## src/rtl/pcnt_pkg.sv

```systemverilog
package pcnt_pkg;

    localparam int unsigned SW = 16;   // status word width, fixed by the layout

    // status bit positions
    localparam int unsigned B_CU  = 15;
    localparam int unsigned B_CD  = 14;
    localparam int unsigned B_DN  = 13;
    localparam int unsigned B_OV  = 12;
    localparam int unsigned B_UN  = 11;
    localparam int unsigned B_LD  = 10;
    localparam int unsigned B_HP  = 9;
    localparam int unsigned B_OVC = 7;
    localparam int unsigned B_UNC = 6;
    localparam int unsigned B_HIC = 5;
    localparam int unsigned B_PE  = 3;
    localparam int unsigned B_LS  = 2;
    localparam int unsigned B_IE  = 1;

    // bits the host is allowed to clear
    localparam logic [SW-1:0] CLR_OK = (SW'(1) << B_DN) | (SW'(1) << B_OV) |
                                       (SW'(1) << B_UN) | (SW'(1) << B_PE) |
                                       (SW'(1) << B_LS);

    typedef struct packed {
        logic hit;   // a count step landed on the preset
        logic ovf;   // up step wrapped past the positive limit
        logic unf;   // down step wrapped past the negative limit
    } pcnt_evt_t;

    function automatic logic is_up_mode(input logic [3:0] m);
        return (m == 4'd1) || (m == 4'd2);
    endfunction

    function automatic logic is_bidir_mode(input logic [3:0] m);
        return (m >= 4'd3) && (m <= 4'd8);
    endfunction

endpackage

```

## src/rtl/pcnt_acc.sv

```systemverilog
module pcnt_acc
    import pcnt_pkg::*;
#(
    parameter int unsigned W = 16
) (
    input  logic         clk,
    input  logic         rst_n,
    input  logic         run_en,
    input  logic [3:0]   mode,
    input  logic         cnt_up,
    input  logic         cnt_dn,
    input  logic         acc_zero,
    input  logic         ld_req,
    input  logic [W-1:0] ld_val,
    input  logic         pre_we,
    input  logic [W-1:0] pre_val,
    output logic [W-1:0] acc_q,
    output logic [W-1:0] pre_q,
    output logic         ld_busy,
    output pcnt_evt_t    evt
);

    localparam logic [W-1:0] MAXV = {1'b0, {(W-1){1'b1}}};
    localparam logic [W-1:0] MINV = {1'b1, {(W-1){1'b0}}};
    localparam logic [W-1:0] ONE  = W'(1);

    typedef struct packed {
        logic [W-1:0] acc;
        logic [W-1:0] pre;
        logic [W-1:0] hold;
        logic         ld;
    } acc_st_t;

    acc_st_t st_d, st_q;
    logic    inc, dec;

    always_comb begin
        inc  = run_en && (is_up_mode(mode) || is_bidir_mode(mode)) && cnt_up;
        dec  = run_en && is_bidir_mode(mode) && cnt_dn;
        st_d = st_q;
        evt  = '0;
        if (pre_we) st_d.pre = pre_val;
        st_d.ld   = ld_req;
        st_d.hold = ld_req ? ld_val : st_q.hold;
        if (st_q.ld) begin
            st_d.acc = st_q.hold;
        end else if (acc_zero) begin
            st_d.acc = '0;
        end else if (inc && !dec) begin
            st_d.acc = st_q.acc + ONE;
            evt.ovf  = (st_q.acc == MAXV);
            evt.hit  = ((st_q.acc + ONE) == st_q.pre);
        end else if (dec && !inc) begin
            st_d.acc = st_q.acc - ONE;
            evt.unf  = (st_q.acc == MINV);
            evt.hit  = ((st_q.acc - ONE) == st_q.pre);
        end
    end

    always_ff @(posedge clk or negedge rst_n) begin
        if (!rst_n) st_q <= '0;
        else        st_q <= st_d;
    end

    assign acc_q   = st_q.acc;
    assign pre_q   = st_q.pre;
    assign ld_busy = st_q.ld;


    no_overflow_wrap_chk: assert property (@(posedge clk) disable iff (!rst_n)
        evt.ovf |=> (acc_q == MINV));

    no_underflow_wrap_chk: assert property (@(posedge clk) disable iff (!rst_n)
        evt.unf |=> (acc_q == MAXV));

    ld_value_chk: assert property (@(posedge clk) disable iff (!rst_n)
        (ld_req && !ld_busy) |=> ##1 (acc_q == $past(ld_val, 2)));

endmodule

```

## src/rtl/pcnt_status.sv

```systemverilog
module pcnt_status
    import pcnt_pkg::*;
(
    input  logic          clk,
    input  logic          rst_n,
    input  logic          cfg_init,
    input  logic          run_en,
    input  logic [3:0]    mode,
    input  pcnt_evt_t     evt,
    input  logic          acc_zero,
    input  logic          clr_we,
    input  logic [SW-1:0] clr_mask,
    input  logic          ld_busy,
    input  logic          at_or_above,
    output logic [SW-1:0] status_word,
    output logic          irq
);

    typedef struct packed {
        logic cu, cd, dn, ov, un;
        logic ovc, unc, hic;
        logic pe, ls, ie;
    } stat_t;

    stat_t         st_d, st_q;
    logic [SW-1:0] clr_eff;
    logic          any_evt;
    logic          unused_clr;

    assign clr_eff    = clr_we ? (clr_mask & CLR_OK) : '0;
    assign unused_clr = ^{clr_eff[15:14], clr_eff[10:4], clr_eff[1:0]};
    assign any_evt    = evt.hit || evt.ovf || evt.unf;

    always_comb begin
        st_d    = st_q;
        st_d.cu = run_en;
        st_d.cd = run_en && is_bidir_mode(mode);
        if (clr_eff[B_DN]) st_d.dn = 1'b0;
        if (clr_eff[B_OV]) st_d.ov = 1'b0;
        if (clr_eff[B_UN]) st_d.un = 1'b0;
        if (clr_eff[B_PE]) st_d.pe = 1'b0;
        if (clr_eff[B_LS]) st_d.ls = 1'b0;
        if (acc_zero)      st_d.dn = 1'b0;
        if (evt.hit)       st_d.dn = 1'b1;
        if (!is_up_mode(mode)) st_d.dn = 1'b0;
        if (evt.ovf)       st_d.ov = 1'b1;
        if (evt.unf)       st_d.un = 1'b1;
        if (st_q.ie && any_evt) begin
            if (st_q.pe && !clr_eff[B_PE]) begin
                st_d.ls = 1'b1;
            end else begin
                st_d.pe  = 1'b1;
                st_d.ovc = evt.ovf;
                st_d.unc = evt.unf;
                st_d.hic = evt.hit;
            end
        end
        if (cfg_init) begin
            st_d.cu  = 1'b0;
            st_d.cd  = 1'b0;
            st_d.pe  = 1'b0;
            st_d.ovc = 1'b0;
            st_d.unc = 1'b0;
            st_d.hic = 1'b0;
            st_d.ie  = 1'b1;
        end
    end

    always_ff @(posedge clk or negedge rst_n) begin
        if (!rst_n) st_q <= '0;
        else        st_q <= st_d;
    end

    assign status_word = {st_q.cu, st_q.cd, st_q.dn, st_q.ov, st_q.un, ld_busy,
                          at_or_above, 1'b0, st_q.ovc, st_q.unc, st_q.hic, 1'b0,
                          st_q.pe, st_q.ls, st_q.ie, 1'b0};
    assign irq = st_q.pe;


    init_state_chk: assert property (@(posedge clk) disable iff (!rst_n)
        cfg_init |=> (status_word[B_IE] && !irq && status_word[15:14] == 2'b00
                      && status_word[7:5] == 3'b000));

    cu_follow_chk: assert property (@(posedge clk) disable iff (!rst_n)
        !cfg_init |=> (status_word[B_CU] == $past(run_en)));

    cd_mode_chk: assert property (@(posedge clk) disable iff (!rst_n)
        !is_bidir_mode(mode) |=> !status_word[B_CD]);

    dn_reserved_chk: assert property (@(posedge clk) disable iff (!rst_n)
        !is_up_mode(mode) |=> !status_word[B_DN]);

    irq_raise_chk: assert property (@(posedge clk) disable iff (!rst_n)
        (status_word[B_IE] && !irq && evt.hit && !cfg_init) |=> (irq && status_word[B_HIC]));

    lost_flag_chk: assert property (@(posedge clk) disable iff (!rst_n)
        (irq && status_word[B_IE] && any_evt && !(clr_we && clr_mask[B_PE]) && !cfg_init)
        |=> (status_word[B_LS] && irq));

    pe_clear_chk: assert property (@(posedge clk) disable iff (!rst_n)
        (clr_we && clr_mask[B_PE] && !any_evt) |=> !irq);

endmodule

```

## src/rtl/preset_event_counter.sv

```systemverilog
module preset_event_counter
    import pcnt_pkg::*;
#(
    parameter int unsigned W = 16
) (
    input  logic          clk,
    input  logic          rst_n,
    input  logic          cfg_init,
    input  logic          run_en,
    input  logic [3:0]    mode,
    input  logic          cnt_up,
    input  logic          cnt_dn,
    input  logic          acc_zero,
    input  logic          ld_req,
    input  logic [W-1:0]  ld_val,
    input  logic          pre_we,
    input  logic [W-1:0]  pre_val,
    input  logic          clr_we,
    input  logic [SW-1:0] clr_mask,
    output logic [SW-1:0] status_word,
    output logic [W-1:0]  preset_word,
    output logic [W-1:0]  acc_word,
    output logic          irq
);

    pcnt_evt_t evt;
    logic      ld_busy;
    logic      at_or_above;

    pcnt_acc #(.W(W)) acc_i (
        .clk      (clk),
        .rst_n    (rst_n),
        .run_en   (run_en),
        .mode     (mode),
        .cnt_up   (cnt_up),
        .cnt_dn   (cnt_dn),
        .acc_zero (acc_zero),
        .ld_req   (ld_req),
        .ld_val   (ld_val),
        .pre_we   (pre_we),
        .pre_val  (pre_val),
        .acc_q    (acc_word),
        .pre_q    (preset_word),
        .ld_busy  (ld_busy),
        .evt      (evt)
    );

    assign at_or_above = ($signed(acc_word) >= $signed(preset_word));

    pcnt_status stat_i (
        .clk         (clk),
        .rst_n       (rst_n),
        .cfg_init    (cfg_init),
        .run_en      (run_en),
        .mode        (mode),
        .evt         (evt),
        .acc_zero    (acc_zero),
        .clr_we      (clr_we),
        .clr_mask    (clr_mask),
        .ld_busy     (ld_busy),
        .at_or_above (at_or_above),
        .status_word (status_word),
        .irq         (irq)
    );


    unused_bits_chk: assert property (@(posedge clk) disable iff (!rst_n)
        (status_word[8] == 1'b0) && (status_word[4] == 1'b0) && (status_word[0] == 1'b0));

endmodule

```

## config.mk

```make
export PLATFORM = sky130hd
export DESIGN_NAME = preset_event_counter
export DESIGN_NICKNAME = d
export VERILOG_FILES = /design/src/rtl/pcnt_pkg.sv /design/src/rtl/pcnt_acc.sv /design/src/rtl/pcnt_status.sv /design/src/rtl/preset_event_counter.sv
export SDC_FILE = /design/constraint.sdc
export NUM_CORES = 1
export LEC_CHECK = 0
export ABC_AREA = 1
export BUFFER_PORTS_ARGS = -buffer_cell sky130_fd_sc_hd__buf_2
export CORE_MARGIN = 3
export CORE_UTILIZATION = 30
export CTS_BUF_LIST = sky130_fd_sc_hd__clkbuf_8 sky130_fd_sc_hd__clkbuf_16
export CTS_CLUSTER_SIZE = 16
export DETAILED_ROUTE_END_ITERATION = 10
export GPL_TIMING_DRIVEN = 0
export PLACE_DENSITY_LB_ADDON = 0.3
export SYNTH_ARGS = -nofsm -noshare
export SYNTH_HDL_FRONTEND = slang
export SYNTH_SLANG_ARGS = --single-unit
```

## constraint.sdc

```tcl
create_clock -name clk -period 3.8 [get_ports clk]
set_input_delay 0.57 -clock clk [delete_from_list [all_inputs] [get_ports clk]]
set_output_delay 0.57 -clock clk [all_outputs]
set_load 0.02 [all_outputs]
```

==> run_results.csv <==
group,metric,value,unit
sta,setup_viol,0,
power_and_ir_drop,p_sw,908,µW
yosys,synth_cells,654,
yosys,syn_area_per_cell,7.19,µm²
power_and_ir_drop,combinationalPowerShare,33.0,%
floorplanning,io_pins,111,
setup_path,crit_required,3.23,ns
sta,fmax,331,MHz
yosys,async_reset_ff_share,100,%
sta,layout_setup_ws,0.775,ns
cells_and_area,final_cell_mix,"nand2_1, buf_2, nand3_1, dfrtp_1, nor2_1",
setup_path,critPathKind,"reg -> out",
routing,drtIter0Drc,295,
cells_and_area,fin_nets,844,
yosys,synthFlopType,"dfrtp_1",
placed_design,placedCellCount,963,
flow_run,cap_violations,0,
floorplanning,rows,45,
sta,period_share,79.6,%
setup_path,crit_path_max_fanout,8,
cells_and_area,drive_gt1_share,27.0,%
cells_and_area,area_growth,23.0,%
clocking,ctsResizeCount,0,
floorplanning,coreArea,0.0153,mm²
global_route,grt_usage,17.7,%
global_route,first_global_vias,4458,
sta,worst_pin_slew,0.814,ns
setup_path,endpoint_kind,"primary output",
yosys,seq_area_frac_synth,31.9,%
power_and_ir_drop,power,2.52,mW
sta,finalSetupTns,0,ns
power_and_ir_drop,clock_power_share,36.4,%
clocking,clockBufferDepth,2,
global_route,antenna_found_initial,0,
routing,vias,4601,
power_and_ir_drop,vdd_drop_max,0.000246,V
yosys,synth_top_area_share,31.9,%
routing,route.detailed.drc,0,
floorplanning,dieArea,0.0172,mm²
power_and_ir_drop,sw_frac_of_total,36.0,%
setup_path,reg2reg_depth,17,
cells_and_area,layout.cells.non_filler,979,
yosys,synthesis.area,0.00470,mm²
cells_and_area,fin_util,37.9,%
routing,routed_wirelength,14.9,mm
setup_path,reg2reg_from,"acc_i.acc_q[1]",
placed_design,port_buffers,96,
sta,holdWs,0.313,ns
status,status,"finished, final reports clean",
global_route,overflow,0,
yosys,synth.top_cells.by_area,"dfrtp_1, nand2_1, nand3_1, buf_4, ha_1",
setup_path,startpoint,"acc_i.acc_q[0]",
global_route,grt_pass1_wl,24.2,mm
sta,drv_slew,0,
sta,hold_violations,0,
floorplanning,start_util,30.8,%
clocking,clock-sinks,60,
setup_path,worstSetupEndpoint,"status_word[9]",
cells_and_area,register_area,0.00150,mm²
yosys,yosys_warnings,0,
routing,first_pass_iters,5,
clocking,hold_buffers,0,
yosys,synth.largest_area_cell,"dfrtp_1",
floorplanning,die_h,131,µm
sta,clock_skew,0.0105,ns
yosys,ys_ff_latch,60,
cells_and_area,nFillCells,1663,
clocking,clk_latency,0.35,ns
sta,rsz0062_at_grt,"no",
floorplanning,die_width,131,µm
clocking,cts_setup_buffers,0,
power_and_ir_drop,internal-power,1.61,mW
setup_path,r2r-end,"stat_i.status_word[6]",
cells_and_area,layout_commonest_cell,"nand2_1",
clocking,cts-buffers-inserted,9,
routing,postRouteAntennaNets,0,
setup_path,critPathLaunchType,"flop",
global_route,grt_max_degree,61,
worst_hold_path,hp-class,"in -> async",
routing,wire_per_inst,15.2,µm
power_and_ir_drop,powerDensity,436,mW/mm²
setup_path,regToRegSetupSlack,1.17,ns
sta,relSlewSlack,45.8,%
yosys,synth_edf_count,0,
clocking,cts_tree,"yes",
power_and_ir_drop,p_leak,2.91,nW
placed_design,dp_hpwl,11.7,mm
yosys,synth_cell_types,43,
routing,vias_per_cell,4.70,
clocking,cts.reportedPaths.clkPinSlew,0.05,ns
clocking,cts_root_buffer,"clkbuf_16",
placed_design,place_ws,1.11,ns
power_and_ir_drop,seq_power_share,30.6,%
clocking,cts-htree-levels,3,
sta,post-route-min-period,3.02,ns
cells_and_area,multi_input_area,0.00260,mm²
placed_design,place.gp.congestion,0.945,
setup_path,cp.arrival,2.45,ns
placed_design,dpl-instance-area,0.00546,mm²
cells_and_area,n_antenna_cell,0,
cells_and_area,post-route-cell-area,0.00578,mm²
[critical path, cell delays in order (launching register included)]
cell	delay, ns
dfrtp_1	0.50
inv_2	0.17
ha_1	0.33
inv_1	0.06
nor4_1	0.52
nand2_1	0.12
o211ai_1	0.13
buf_4	0.13
buf_2	0.15
[sequential cells by signal, summed over array words and instances (netlist names)]
name and cells:
acc_i.ld_busy 1, acc_i.acc_q 16, stat_i.status_word 10, acc_i.st_q 16, stat_i.irq 1, acc_i.pre_q 16
[Yosys cell counts, types with 9 or more instances]
cell / number
a21oi_1: 19
inv_1: 53
nand2_1: 193
ha_1: 19
dfrtp_1: 60
nand3_1: 64
nand4_1: 9
buf_4: 41
o21ai_0: 30
mux2_2: 14
nor2_1: 56
[layer usage]
| metal | part of all wire (%) | global-route usage (%) |
|---|---|---|
| met1 | 49 | 25.9 |
| met5 | 0 | 0 |
| met2 | 41 | 25.9 |
| met4 | 1.3 | 4.14 |
| met3 | 8.8 | 5.13 |
[layout make-up]
cell class	instances	share of cell area, %
Multi-Input combinational cell	484	44.9
Timing Repair Buffer	96	8.35
Clock inverter	6	1.51
Tap cell	211	4.56
Inverter	55	3.57
Clock buffer	10	4.13
Buffer	57	6.97
Sequential cell	60	26.0
[logic make-up after synthesis]
kind of cell             after synthesis  synth area share (%)
AO/OA/AOI/OAI                         80                  9.95
XOR/XNOR                               8                  2.37
adder cells (fa/ha/maj)               19                  5.05
buffers and inverters                112                  13.0
flip-flops                            60                  31.9
multiplexers                          14                  3.35
other                                  1                0.0797
AND/OR/NAND/NOR                      360                  34.3
[power groups by stage]
| stage | combinational, mW | sequential [mW] | clock [mW] |
|---|---|---|---|
| final | 0.833 | 0.773 | 0.918 |
| after global placement | 0.829 | 0.783 | 0 |
| after global routing | 0.942 | 0.782 | 0.973 |
| after detailed placement | 0.831 | 0.784 | 0 |
| after CTS | 0.835 | 0.773 | 0.938 |
| after floorplan | 0.612 | 0.755 | 0 |
[how the worst min path moves through the flow]
stage,to,slack (ns)
after global placement,stat_i.status_word[12],0.47
after floorplan,acc_i.acc_q[0],0.27
after global routing,acc_i.ld_busy,0.33
final,stat_i.status_word[2],0.31
after CTS,acc_i.ld_busy,0.33
after detailed placement,stat_i.status_word[12],0.46
Note: power is estimated with default switching activity, not from simulation.
